--- src/rtl/uart_rf_pkg.sv ---
package uart_rf_pkg;
    localparam int ADDR_W = 5;

    localparam logic [ADDR_W-1:0] OFS_TXDATA = 5'h00;
    localparam logic [ADDR_W-1:0] OFS_RXDATA = 5'h04;
    localparam logic [ADDR_W-1:0] OFS_TXCTRL = 5'h08;
    localparam logic [ADDR_W-1:0] OFS_RXCTRL = 5'h0C;
    localparam logic [ADDR_W-1:0] OFS_IE     = 5'h10;
    localparam logic [ADDR_W-1:0] OFS_IP     = 5'h14;
    localparam logic [ADDR_W-1:0] OFS_DIV    = 5'h18;

    localparam int IRQ_TXWM = 0;
    localparam int IRQ_RXWM = 1;

    typedef enum logic {
        TX_IDLE = 1'b0,
        TX_SEND = 1'b1
    } tx_state_e;
endpackage

--- src/rtl/uart_rx_queue.sv ---
module uart_rx_queue #(
    parameter int DEPTH = 8,
    parameter int DW    = 8,
    localparam int PTR_W = (DEPTH > 1) ? $clog2(DEPTH) : 1,
    localparam int CNT_W = $clog2(DEPTH + 1)
) (
    input  logic             clk,
    input  logic             rst_n,
    input  logic             push,
    input  logic [DW-1:0]    din,
    input  logic             pop,
    output logic [DW-1:0]    dout,
    output logic [CNT_W-1:0] count,
    output logic             full,
    output logic             empty
);
    logic [DW-1:0]    mem [DEPTH];
    logic [PTR_W-1:0] wr_ptr, rd_ptr;
    logic             do_push, do_pop;

    assign full    = (count == CNT_W'(DEPTH));
    assign empty   = (count == '0);
    assign do_push = push && !full;
    assign do_pop  = pop && !empty;
    assign dout    = mem[rd_ptr];

    function automatic logic [PTR_W-1:0] bump(input logic [PTR_W-1:0] p);
        return (p == PTR_W'(DEPTH - 1)) ? '0 : p + 1'b1;
    endfunction

    always_ff @(posedge clk) begin
        if (!rst_n) begin
            wr_ptr <= '0;
            rd_ptr <= '0;
            count  <= '0;
        end else begin
            if (do_push) wr_ptr <= bump(wr_ptr);
            if (do_pop)  rd_ptr <= bump(rd_ptr);
            case ({do_push, do_pop})
                2'b10:   count <= count + 1'b1;
                2'b01:   count <= count - 1'b1;
                default: count <= count;
            endcase
        end
    end

    always_ff @(posedge clk) begin
        if (do_push) mem[wr_ptr] <= din;
    end


    fill_bound_chk: assert property (@(posedge clk) disable iff (!rst_n)
        count <= CNT_W'(DEPTH));


    full_drop_chk: assert property (@(posedge clk) disable iff (!rst_n)
        (full && push && !pop) |=> full);


    empty_pop_chk: assert property (@(posedge clk) disable iff (!rst_n)
        (empty && pop && !push) |=> empty);
endmodule

--- src/rtl/uart_tx_emit.sv ---
module uart_tx_emit
    import uart_rf_pkg::*;
#(
    parameter int DW = 8
) (
    input  logic          clk,
    input  logic          rst_n,
    input  logic          send,
    input  logic [DW-1:0] byte_in,
    output logic          tx_valid,
    output logic [DW-1:0] tx_data
);
    tx_state_e state_q, state_d;

    always_ff @(posedge clk) begin
        if (!rst_n) state_q <= TX_IDLE;
        else        state_q <= state_d;
    end

    always_ff @(posedge clk) begin
        if (!rst_n)    tx_data <= '0;
        else if (send) tx_data <= byte_in;
    end

    always_comb begin
        state_d = state_q;
        unique case (state_q)
            TX_IDLE: state_d = send ? TX_SEND : TX_IDLE;
            TX_SEND: state_d = send ? TX_SEND : TX_IDLE;
        endcase
    end

    always_comb begin
        tx_valid = (state_q == TX_SEND);
    end


    tx_pulse_chk: assert property (@(posedge clk) disable iff (!rst_n)
        send |=> (tx_valid && tx_data == $past(byte_in)));


    tx_drop_chk: assert property (@(posedge clk) disable iff (!rst_n)
        !send |=> !tx_valid);
endmodule

--- src/rtl/uart_regfile.sv ---
module uart_regfile
    import uart_rf_pkg::*;
#(
    parameter int DEPTH  = 8,
    parameter int WM_LSB = 16,
    parameter int WM_W   = 3,
    localparam int CNT_W = $clog2(DEPTH + 1)
) (
    input  logic              clk,
    input  logic              rst_n,
    input  logic              bus_sel,
    input  logic              bus_wr,
    input  logic [ADDR_W-1:0] bus_addr,
    input  logic [3:0]        bus_be,
    input  logic [31:0]       bus_wdata,
    output logic [31:0]       bus_rdata,
    input  logic              rx_valid,
    input  logic [7:0]        rx_data,
    output logic              rx_ready,
    output logic              tx_valid,
    output logic [7:0]        tx_data,
    output logic              irq
);
    logic [31:0]      txctrl_q, rxctrl_q, ie_q, div_q;
    logic             full_acc, wr_acc, rd_acc;
    logic             q_pop, q_full, q_empty;
    logic [7:0]       q_dout;
    logic [CNT_W-1:0] q_count;
    logic [1:0]       pend;
    logic [WM_W-1:0]  tx_wm, rx_wm;

    assign full_acc = bus_sel && (bus_be == 4'hF);
    assign wr_acc   = full_acc && bus_wr;
    assign rd_acc   = full_acc && !bus_wr;
    assign q_pop    = rd_acc && (bus_addr == OFS_RXDATA);
    assign rx_ready = !q_full;

    uart_rx_queue #(.DEPTH(DEPTH), .DW(8)) u_rxq (
        .clk   (clk),
        .rst_n (rst_n),
        .push  (rx_valid),
        .din   (rx_data),
        .pop   (q_pop),
        .dout  (q_dout),
        .count (q_count),
        .full  (q_full),
        .empty (q_empty)
    );

    uart_tx_emit #(.DW(8)) u_txe (
        .clk      (clk),
        .rst_n    (rst_n),
        .send     (wr_acc && (bus_addr == OFS_TXDATA)),
        .byte_in  (bus_wdata[7:0]),
        .tx_valid (tx_valid),
        .tx_data  (tx_data)
    );

    always_ff @(posedge clk) begin
        if (!rst_n) begin
            txctrl_q <= '0;
            rxctrl_q <= '0;
            ie_q     <= '0;
            div_q    <= '0;
        end else if (wr_acc) begin
            case (bus_addr)
                OFS_TXCTRL: txctrl_q <= bus_wdata;
                OFS_RXCTRL: rxctrl_q <= bus_wdata;
                OFS_IE:     ie_q     <= bus_wdata;
                OFS_DIV:    div_q    <= bus_wdata;
                default:    ;
            endcase
        end
    end

    assign tx_wm = txctrl_q[WM_LSB +: WM_W];
    assign rx_wm = rxctrl_q[WM_LSB +: WM_W];

    always_comb begin
        pend           = '0;
        pend[IRQ_TXWM] = (tx_wm != '0);
        pend[IRQ_RXWM] = (32'(q_count) > 32'(rx_wm));
    end

    assign irq = |(ie_q[1:0] & pend);

    always_comb begin
        bus_rdata = '0;
        if (rd_acc) begin
            case (bus_addr)
                OFS_RXDATA: bus_rdata = q_empty ? 32'h8000_0000 : {24'h0, q_dout};
                OFS_TXCTRL: bus_rdata = txctrl_q;
                OFS_RXCTRL: bus_rdata = rxctrl_q;
                OFS_IE:     bus_rdata = ie_q;
                OFS_IP:     bus_rdata = {30'h0, pend};
                OFS_DIV:    bus_rdata = div_q;
                default:    bus_rdata = '0;
            endcase
        end
    end


    pop_step_chk: assert property (@(posedge clk) disable iff (!rst_n)
        (q_pop && !q_empty && !rx_valid) |=> (q_count == $past(q_count) - 1'b1));


    empty_read_chk: assert property (@(posedge clk) disable iff (!rst_n)
        (q_pop && q_empty && !rx_valid) |=> $stable(q_count));


    narrow_write_chk: assert property (@(posedge clk) disable iff (!rst_n)
        (bus_sel && bus_be != 4'hF) |=> ($stable(ie_q) && $stable(txctrl_q) &&
                                        $stable(rxctrl_q) && $stable(div_q)));


    tx_irq_chk: assert property (@(posedge clk) disable iff (!rst_n)
        (ie_q[IRQ_TXWM] && txctrl_q[WM_LSB +: WM_W] != '0) |-> irq);


    quiet_irq_chk: assert property (@(posedge clk) disable iff (!rst_n)
        (ie_q[1:0] == 2'b00) |-> !irq);
endmodule

--- config.mk ---
export PLATFORM = sky130hd
export DESIGN_NAME = uart_regfile
export DESIGN_NICKNAME = d
export VERILOG_FILES = /design/src/rtl/uart_rf_pkg.sv /design/src/rtl/uart_rx_queue.sv /design/src/rtl/uart_tx_emit.sv /design/src/rtl/uart_regfile.sv
export SDC_FILE = /design/constraint.sdc
export NUM_CORES = 1
export LEC_CHECK = 0
export ABC_AREA = 0
export BUFFER_PORTS_ARGS = -buffer_cell sky130_fd_sc_hd__buf_2
export CORE_ASPECT_RATIO = 0.8
export CORE_MARGIN = 3
export CORE_UTILIZATION = 51
export CTS_CLUSTER_SIZE = 14
export DETAILED_ROUTE_END_ITERATION = 7
export HOLD_SLACK_MARGIN = 0.1
export PLACE_DENSITY = 0.78
export SYNTH_ARGS = -nofsm -noshare
export SYNTH_HDL_FRONTEND = slang
export SYNTH_SLANG_ARGS = --single-unit
--- constraint.sdc ---
create_clock -name clk -period 7.2 [get_ports clk]
set_input_delay 0.36 -clock clk [delete_from_list [all_inputs] [get_ports clk]]
set_output_delay 0.36 -clock clk [all_outputs]
set_load 0.01 [all_outputs]
==> results_dict.tcl, run 1 <==
set metrics [dict create \
    status "finished clean" \
    drt_first_pass_iters 5 \
    worst_slew_pin_slew_ns 1.19 \
    grt-ovfl-total 0 \
    grt_antenna_before_repair 0 \
    nets 1065 \
    setup_slack_ns 4.02 \
    track_usage_pct 22.7 \
    setup_tns_ns 0 \
    wl_per_cell_um 18.3 \
    synth.area.top_cells "dfxtp_1 (33%), edfxtp_1 (21%), nand2_1 (12%)" \
    start_kind "flip-flop" \
    post-synth-top-area-fraction_pct 32.6 \
    crit_arrival_ns 3.58 \
    ant_nets 0 \
    dieHeight_um 126 \
    placed_area_sq_um 9840 \
    rows 43 \
    synth_area_leader_cell "dfxtp_1" \
    hold_buffers 0 \
    routed_via_density 5.75 \
    pin_count 97 \
    cp.required_ns 7.60 \
    fin_cells 1242 \
    syn_to_final_growth_pct 14.8 \
    clk_pin_slew_worst_paths_ns 0.06 \
    vdd_drop_max_uv 123 \
    syn-cell-area_sq_um 9210 \
    worstHoldPathType "input pin to flip-flop" \
    place_congestion 0.888 \
    end_kind "flip-flop" \
    core_area_sq_um 17500 \
    post-route-drc-count 0 \
    avgSynthCellArea_sq_um 9.82 \
    setup_violations 0 \
    clock.fmax_ghz 0.314 \
    ff_latch_area_sq_um 4920 \
    finalCritPeriodShare_pct 44.2 \
    vias 7147 \
    async_flop_share_pct 0 \
    insertedDiodeCount 0 \
    start_util_pct 52.5 \
    h-tree-depth 1 \
    yosysUniqueCellTypes 48 \
    die_w_um 156 \
    placed_cells 1203 \
    post_cts_resized 0 \
    dpl.hpwl_um 14200 \
    drtIter0Drc 687 \
    ys_seq_area_share_pct 53.4 \
    cts_tree "built" \
    fin_skew_ns 0.00826 \
    clock_sinks 214 \
    synth_ff_type "dfxtp_1" \
    multi_input_area_sq_um 3990 \
    hold_viol_final 0 \
    total_leakage_power_nw 3.54 \
    yosys_warnings 0 \
    crit_type "flip-flop to flip-flop" \
    numCtsBuffers 22 \
    drive_gt1_share_pct 17.9 \
    grt_pass1_vias 6883 \
    grt_max_degree 95 \
    wl_um 22700 \
    cap_violations 0 \
    rrSetupSlack_ns 4.02 \
    netlist_instances 938 \
    power.density_nw_per_um2 238 \
    synth_edf_count 64 \
    finalCriticalPeriod_ns 3.18 \
    synth_fp_nets 1001 \
    cts_buffer_depth 3 \
    clk_latency_ns 0.51 \
    dieArea_sq_um 19700 \
    grt_pass1_wl_um 36200 \
    fillers 1449 \
    post_cts_buffers 0 \
    cts_root_buf "clkbuf_16" \
    final_area_sq_um 10600 \
    synth-seq-cells 214 \
    hold-worst-slack_ns 0.118 \
    post-place-ws_ns 3.88 \
    report.final.slew_viol_count 0 \
    rsz0062_at_grt "false" \
    numPortBuffers 96 \
    crit_fanout 13 \
    relSlewSlack_pct 20.3 \
]
==> cells in the mapped netlist, types with 3 or more instances <==
cell type,n
dfxtp_1,150
or3_1,3
nand3_1,7
nor2_1,9
a21oi_1,26
a31oi_1,8
o21ai_0,4
nor3_1,7
a22oi_1,48
a222oi_1,7
mux2_2,8
a21boi_0,73
mux2i_1,11
buf_1,3
ha_1,9
nand2_1,286
buf_2,20
inv_1,9
edfxtp_1,64
mux4_2,16
nor2b_1,12
clkbuf_1,50
a21boi_1,64
and2_1,8
nand4_1,3
nand2b_1,5
==> registers in the layout, summed over array words and instances (netlist names), named ones only <==
register,flops
div_q,32
ie_q,32
rxctrl_q,32
txctrl_q,32
u_rxq.count,4
u_rxq.mem,64
u_rxq.rd_ptr,3
u_rxq.wr_ptr,3
u_txe.tx_data,8
u_txe.tx_valid,1
==> worst max-delay path, cell delays in order (launching register included) <==
cell and delay (ns):
dfxtp_1 0.53, nor4_2 0.12, nor3_4 0.49, nand2_1 0.23, inv_1 0.11, ha_1 0.32
xor2_1 0.22, ha_1 0.24, xnor2_1 0.14, a311oi_1 0.08, or4_1 0.42, and3_1 0.18
==> power by group <==
group | switching (mW) | internal (mW)
registers | 0.00690 | 1.25
logic | 0.0551 | 0.0394
clock network | 0.474 | 0.691
==> routing by layer <==
metal	wire length [um]	GRT usage (%)	share of wire, %	vias to the layer above
li1	-	-	-	3413
met1	10400	33.3	46	3442
met2	10500	35.9	46	257
met3	1380	2.92	6.1	35
met4	470	5.71	2.1	0
met5	0	0	0	-
==> cell families after synthesis <==
family | synth area share [%]
AOI/OAI and AO/OA | 18.8
and+or+nand+nor | 16.6
DFF | 53.4
muxes | 6.08
adders and majority gates | 1.22
buffers and inverters | 3.61
xor gates and xnor gates | 0.285
==> final cells by class <==
type                    instances  area share [%]
well taps                     225            2.66
clock buffers                  25            5.50
multi-input cells             642            37.7
flip-flops and latches        214            46.5
clock inverters                14            1.53
repair buffers                113            5.77
inverters                       9           0.319
==> path summary, 6_finish.rpt <==
path	from	to	cells after the start
hold reg to reg	txctrl_q[28]	txctrl_q[28]	2
setup / recovery	u_rxq.count[1]	u_rxq.count[2]	11
hold / removal	bus_wdata[12]	txctrl_q[12]	3
setup reg to reg	u_rxq.count[1]	u_rxq.count[2]	11
==> layout by cell type, fill, tap and decap left out, types with 7 or more instances in the layout <==
cell       count
inv_1         10
nand2_1      286
a222oi_1       7
clkbuf_16     22
a31oi_1        8
mux2_2         8
nor2_1         9
buf_2         95
dfxtp_1      150
nand3_1        7
a21boi_1      64
mux4_2        16
and2_1         8
edfxtp_1      64
ha_1           9
mux2i_1       11
buf_4         18
a22oi_1       48
nor2b_1       12
a21oi_1       26
a21boi_0      73
==> through the flow <==
step | util, % | total power, mW
global placement | 56.1 | 1.37
global route | 60.3 | 2.58
finish | 60.3 | 2.52
detailed placement | 56.1 | 1.38
floorplan | - | 1.33
CTS | 60.3 | 2.53
Note: power is estimated with default switching activity, not from simulation.
==> run 2: changes to the inputs <==
==> constraint.sdc (replaced) <==
create_clock -name clk -period 3 [get_ports clk]
set_input_delay 0.15 -clock clk [delete_from_list [all_inputs] [get_ports clk]]
set_output_delay 0.15 -clock clk [all_outputs]
set_load 0.01 [all_outputs]
==> results_dict.tcl, run 2 (synthesized netlist as in run 1, its figures left out) <==
set metrics [dict create \
    worstHoldPathType "input pin to flip-flop" \
    syn_to_final_growth_pct 20.6 \
    report.final.slew_viol_count 0 \
    clock.fmax_ghz 0.358 \
    final_common_cell "nand2_1" \
    post_cts_buffers 0 \
    vias 7409 \
    finalCritPeriodShare_pct 93.0 \
    finalCriticalPeriod_ns 2.79 \
    slowest_stage "nor4_2" \
    track_usage_pct 24.0 \
    wl_um 23500 \
    ant_nets 0 \
    worstPathCellList "nor4_2 -> nor3_4 -> nand2_1 -> inv_1 -> ha_1 -> xor2_1 -> ha_1 -> xnor2_1 -> a311oi_1 -> or4_1 -> and3_1" \
    crit_fanout 9 \
    core_area_sq_um 17500 \
    dieHeight_um 126 \
    crit_arrival_ns 3.19 \
    cp.required_ns 3.40 \
    setup_tns_ns 0 \
    start_kind "flip-flop" \
    worst_slew_pin_slew_ns 0.797 \
    dpl.hpwl_um 14700 \
    grt-ovfl-total 0 \
    end_kind "flip-flop" \
    cpMostUsedCell "ha_1" \
    die_w_um 156 \
    rows 43 \
    wl_per_cell_um 18.0 \
    total_leakage_power_nw 3.80 \
    start_util_pct 52.5 \
    h-tree-depth 1 \
    rsz0062_at_grt "false" \
    largest_reg_flops 64 \
    grt_pass1_wl_um 38300 \
    pin_count 97 \
    cts_tree "built" \
    numCtsBuffers 22 \
    relSlewSlack_pct 46.9 \
    clk_pin_slew_worst_paths_ns 0.06 \
    final_cell_mix "nand2_1 (286), dfxtp_1 (150), buf_2 (95)" \
    post-route-drc-count 0 \
    power.density_nw_per_um2 531 \
    drtIter0Drc 699 \
    grt_max_degree 95 \
    routed_via_density 5.68 \
    cts_buffer_depth 3 \
    cpPeakStageDelay_ns 0.43 \
    power_mw 5.90 \
    numPortBuffers 96 \
    crit_type "flip-flop to flip-flop" \
    clock_sinks 214 \
    hold_viol_final 0 \
    clk_latency_ns 0.51 \
    drive_gt1_share_pct 18.3 \
    fin_skew_ns 0.0116 \
    cap_violations 0 \
    drt_first_pass_iters 7 \
    dieArea_sq_um 19700 \
    cts_root_buf "clkbuf_16" \
    vdd_drop_max_uv 337 \
    status "finished clean" \
    fillers 1403 \
    grt_antenna_before_repair 0 \
    insertedDiodeCount 0 \
    place_congestion 0.816 \
    setup_violations 0 \
    nets 1127 \
    largest_register "u_rxq.mem" \
    grt_pass1_vias 7210 \
]
-- run 2: changes by cell type in the layout (fill, tap and decap cells not counted), moves of 2 or more --
cell | before | now
clkinvlp_2 | 3 | 0
bufinv_16 | 3 | 0
clkbuf_1 | 1 | 6
clkbuf_8 | 2 | 4
buf_4 | 18 | 38
dlygate4sd3_1 | 0 | 41
-- run 2: worst max-delay path: cells and delay by family (launching register included) --
kind,cells,cell delay (ns)
and+or+nand+nor,5,1.29
buffers and inverters,1,0.06
AOI/OAI and AO/OA,1,0.08
xor gates and xnor gates,2,0.32
DFF,1,0.41
adders and majority gates,2,0.52
-- run 2: cell type report --
| class | count | area [sq um] | area share, % |
|---|---|---|---|
| inverter | 9 | 33.8 | 0.304 |
| tap | 225 | 282 | 2.53 |
| clock buffer | 33 | 633 | 5.70 |
| clock inverter | 7 | 67.6 | 0.608 |
| sequential | 214 | 4920 | 44.3 |
| multi-input combinational | 642 | 3980 | 35.8 |
| timing repair buffer | 175 | 1190 | 10.7 |
-- run 2: routing by layer --
layer	share of wire [%]	routed length (um)	GRT usage, %
met4	2.1	488	5.51
met3	6.2	1450	3.71
met5	0	0	0
met2	48	11200	38.9
met1	44	10300	34.2
-- run 2: metrics by stage --
step	utilization, %	worst slack (ns)	hold WS (ns)	instance area, sq um	instances
2_1_floorplan	-	0.291	0.249	9210	938
3_3_place_gp	57.0	0.352	0.423	10000	1224
3_5_place_dp	57.0	0.273	0.432	10000	1224
4_1_cts	63.3	0.196	0.130	11100	1305
5_1_grt	63.3	0.000516	0.193	11100	1305
6_report	63.3	0.210	0.144	11100	1305
-- run 2: report_power, final --
group	internal, mW	leakage, nW	total [mW]	switching [mW]
clock	1.48	0.344	2.61	1.13
combinational	0.133	1.66	0.273	0.141
sequential	3.00	1.79	3.01	0.0159
total	4.61	3.80	5.90	1.29
-- run 2: final timing paths --
check / from / end / slack [ns] / depth (start not counted)
setup / recovery: u_rxq.count[1] / u_rxq.count[2] / 0.21 / 11
hold / removal: bus_wr / flip-flop / 0.14 / 5
setup reg to reg: u_rxq.count[1] / u_rxq.count[2] / 0.21 / 11
hold reg to reg: rxctrl_q[27] / rxctrl_q[27] / 0.45 / 2
-- run 2: timing repair --
action                                 CTS  global route
resized for setup                        0             0
hold buffers                            41             0
endpoints found under the hold margin  202             0
==> run 3: changes to the inputs <==
--- a/config.mk
+++ b/config.mk
@@ -8,12 +8,12 @@
 export ABC_AREA = 0
 export BUFFER_PORTS_ARGS = -buffer_cell sky130_fd_sc_hd__buf_2
 export CORE_ASPECT_RATIO = 0.8
-export CORE_MARGIN = 3
 export CORE_UTILIZATION = 51
 export CTS_CLUSTER_SIZE = 14
 export DETAILED_ROUTE_END_ITERATION = 7
 export HOLD_SLACK_MARGIN = 0.1
 export PLACE_DENSITY = 0.78
+export REMOVE_ABC_BUFFERS = 1
 export SYNTH_ARGS = -nofsm -noshare
 export SYNTH_HDL_FRONTEND = slang
 export SYNTH_SLANG_ARGS = --single-unit
==> results_dict.tcl, run 3 (synthesized netlist as in run 1, its figures left out) <==
set metrics [dict create \
    status "finished, violations left" \
    violations "design-rule violations" \
    path_delay_family "simple AND/OR/NAND/NOR gates" \
    wl_per_cell_um 17.7 \
    routed_via_density 5.69 \
    start_util_pct 52.7 \
    worst_slew_pin_slew_ns 0.707 \
    grt_pass1_vias 6674 \
    fin_skew_ns 0.0145 \
    cts_root_buf "clkbuf_16" \
    power.density_nw_per_um2 526 \
    worstHoldPathType "input pin to flip-flop" \
    drtIter0Drc 728 \
    total_leakage_power_nw 3.78 \
    syn_to_final_growth_pct 20.1 \
    numCtsBuffers 21 \
    track_usage_pct 24.6 \
    worstPathCellList "nor4_2 -> nor3_4 -> nand2_1 -> inv_1 -> ha_1 -> xor2_1 -> ha_1 -> xnor2_1 -> a311oi_1 -> or4_1 -> and3_1" \
    worstHoldStart "bus_wr" \
    vias 7414 \
    largest_reg_flops 64 \
    pin_count 97 \
    numPortBuffers 96 \
    die_w_um 152 \
    crit_type "flip-flop to flip-flop" \
    clock.fmax_ghz 0.362 \
    rsz0062_at_grt "false" \
    dieHeight_um 122 \
    grt.busiest_layer "met2" \
    cts_tree "built" \
    cpPeakStageDelay_ns 0.46 \
    largest_register "u_rxq.mem" \
    worstReg2RegEnd "u_rxq.count[2]" \
    min_delay_path_depth 5 \
    finalCriticalPeriod_ns 2.76 \
    wl_um 23000 \
    final_common_cell "nand2_1" \
    clk_latency_ns 0.50 \
    r2r-start "u_rxq.count[0]" \
    path_buf_inv 1 \
    slowest_stage "nor4_2" \
    grtUsageMet2_pct 37.0 \
    cp-startpoint "u_rxq.count[0]" \
    setup_slack_ns 0.235 \
    start_kind "flip-flop" \
    hold_viol_final 0 \
    grt-ovfl-total 0 \
    setup_violations 0 \
    relSlewSlack_pct 52.6 \
    nets 1127 \
    drt_first_pass_iters 7 \
    placed_cells 1225 \
    finalCritPeriodShare_pct 92.2 \
    cpMostUsedCell "ha_1" \
    h-tree-depth 1 \
    drive_gt1_share_pct 18.4 \
    final_cell_mix "nand2_1 (286), dfxtp_1 (150), buf_2 (95)" \
    crit_arrival_ns 3.15 \
    post-route-drc-count 8 \
    use_met3_pct 3.67 \
    cp.required_ns 3.39 \
    report.final.slew_viol_count 0 \
    hold_buffers 41 \
    core_area_sq_um 17500 \
    cts_buffer_depth 3 \
    grt_max_degree 85 \
    crit_fanout 7 \
    rrSetupSlack_ns 0.24 \
    insertedDiodeCount 0 \
    end_kind "flip-flop" \
    post_cts_buffers 0 \
    ant_nets 0 \
    cap_violations 0 \
    met1_usage_pct 36.8 \
    rows 43 \
    post_cts_resized 0 \
    r2r_cells 11 \
    dpl.hpwl_um 14800 \
    vdd_drop_max_uv 327 \
    clk_pin_slew_worst_paths_ns 0.06 \
    clock_sinks 214 \
    post-place-ws_ns 0.266 \
    grt_antenna_before_repair 0 \
    fin_cells 1302 \
    place_congestion 0.907 \
    dieArea_sq_um 18600 \
    grt_pass1_wl_um 36000 \
]
## run 3: power breakdown
group	switching (mW)	internal, mW	total, mW
Combinational	0.141	0.134	0.274
Sequential	0.0160	3.00	3.01
Clock	1.08	1.44	2.53
## run 3: worst max path at each step
stage	endpoint	slack, ns	cells after the start
floorplan	ie_q[0]	-0.009	5
global placement	u_rxq.count[2]	0.35	11
detailed placement	u_rxq.count[2]	0.27	11
CTS	u_rxq.count[2]	0.26	11
global route	u_rxq.count[2]	0.07	11
finish	u_rxq.count[2]	0.24	11
## run 3: metrics by stage
| stage | total power, mW | cell area, sq um | setup TNS, ns | util [%] | hold WS (ns) |
|---|---|---|---|---|---|
| detailed placement | 3.31 | 10000 | 0 | 57.2 | 0.425 |
| global placement | 3.30 | 10000 | 0 | 57.2 | 0.421 |
| floorplan | 3.17 | 8910 | -0.249 | - | 0.249 |
| finish | 5.82 | 11100 | 0 | 63.3 | 0.182 |
| global route | 5.98 | 11100 | 0 | 63.3 | 0.198 |
| CTS | 5.84 | 11100 | 0 | 63.3 | 0.176 |
## run 3: cell type report
cell class	instances	area, sq um
fill	1374	6420
sequential	214	4920
multi-input combinational	642	3980
timing repair buffer	176	1200
clock buffer	28	582
tap	225	282
clock inverter	8	67.6
inverter	9	33.8
## run 3: tightest hold or removal path, cell delays in order
cell and delay [ns]:
buf_2 0.10, nor3_1 0.06, buf_4 0.15, nand3_1 0.09, a21boi_0 0.07
## run 3: metal layers
metal | wire [um] | part of all wire [%]
met2 | 10000 | 44
met5 | 0 | 0
met1 | 10600 | 46
met3 | 1810 | 7.9
met4 | 547 | 2.4
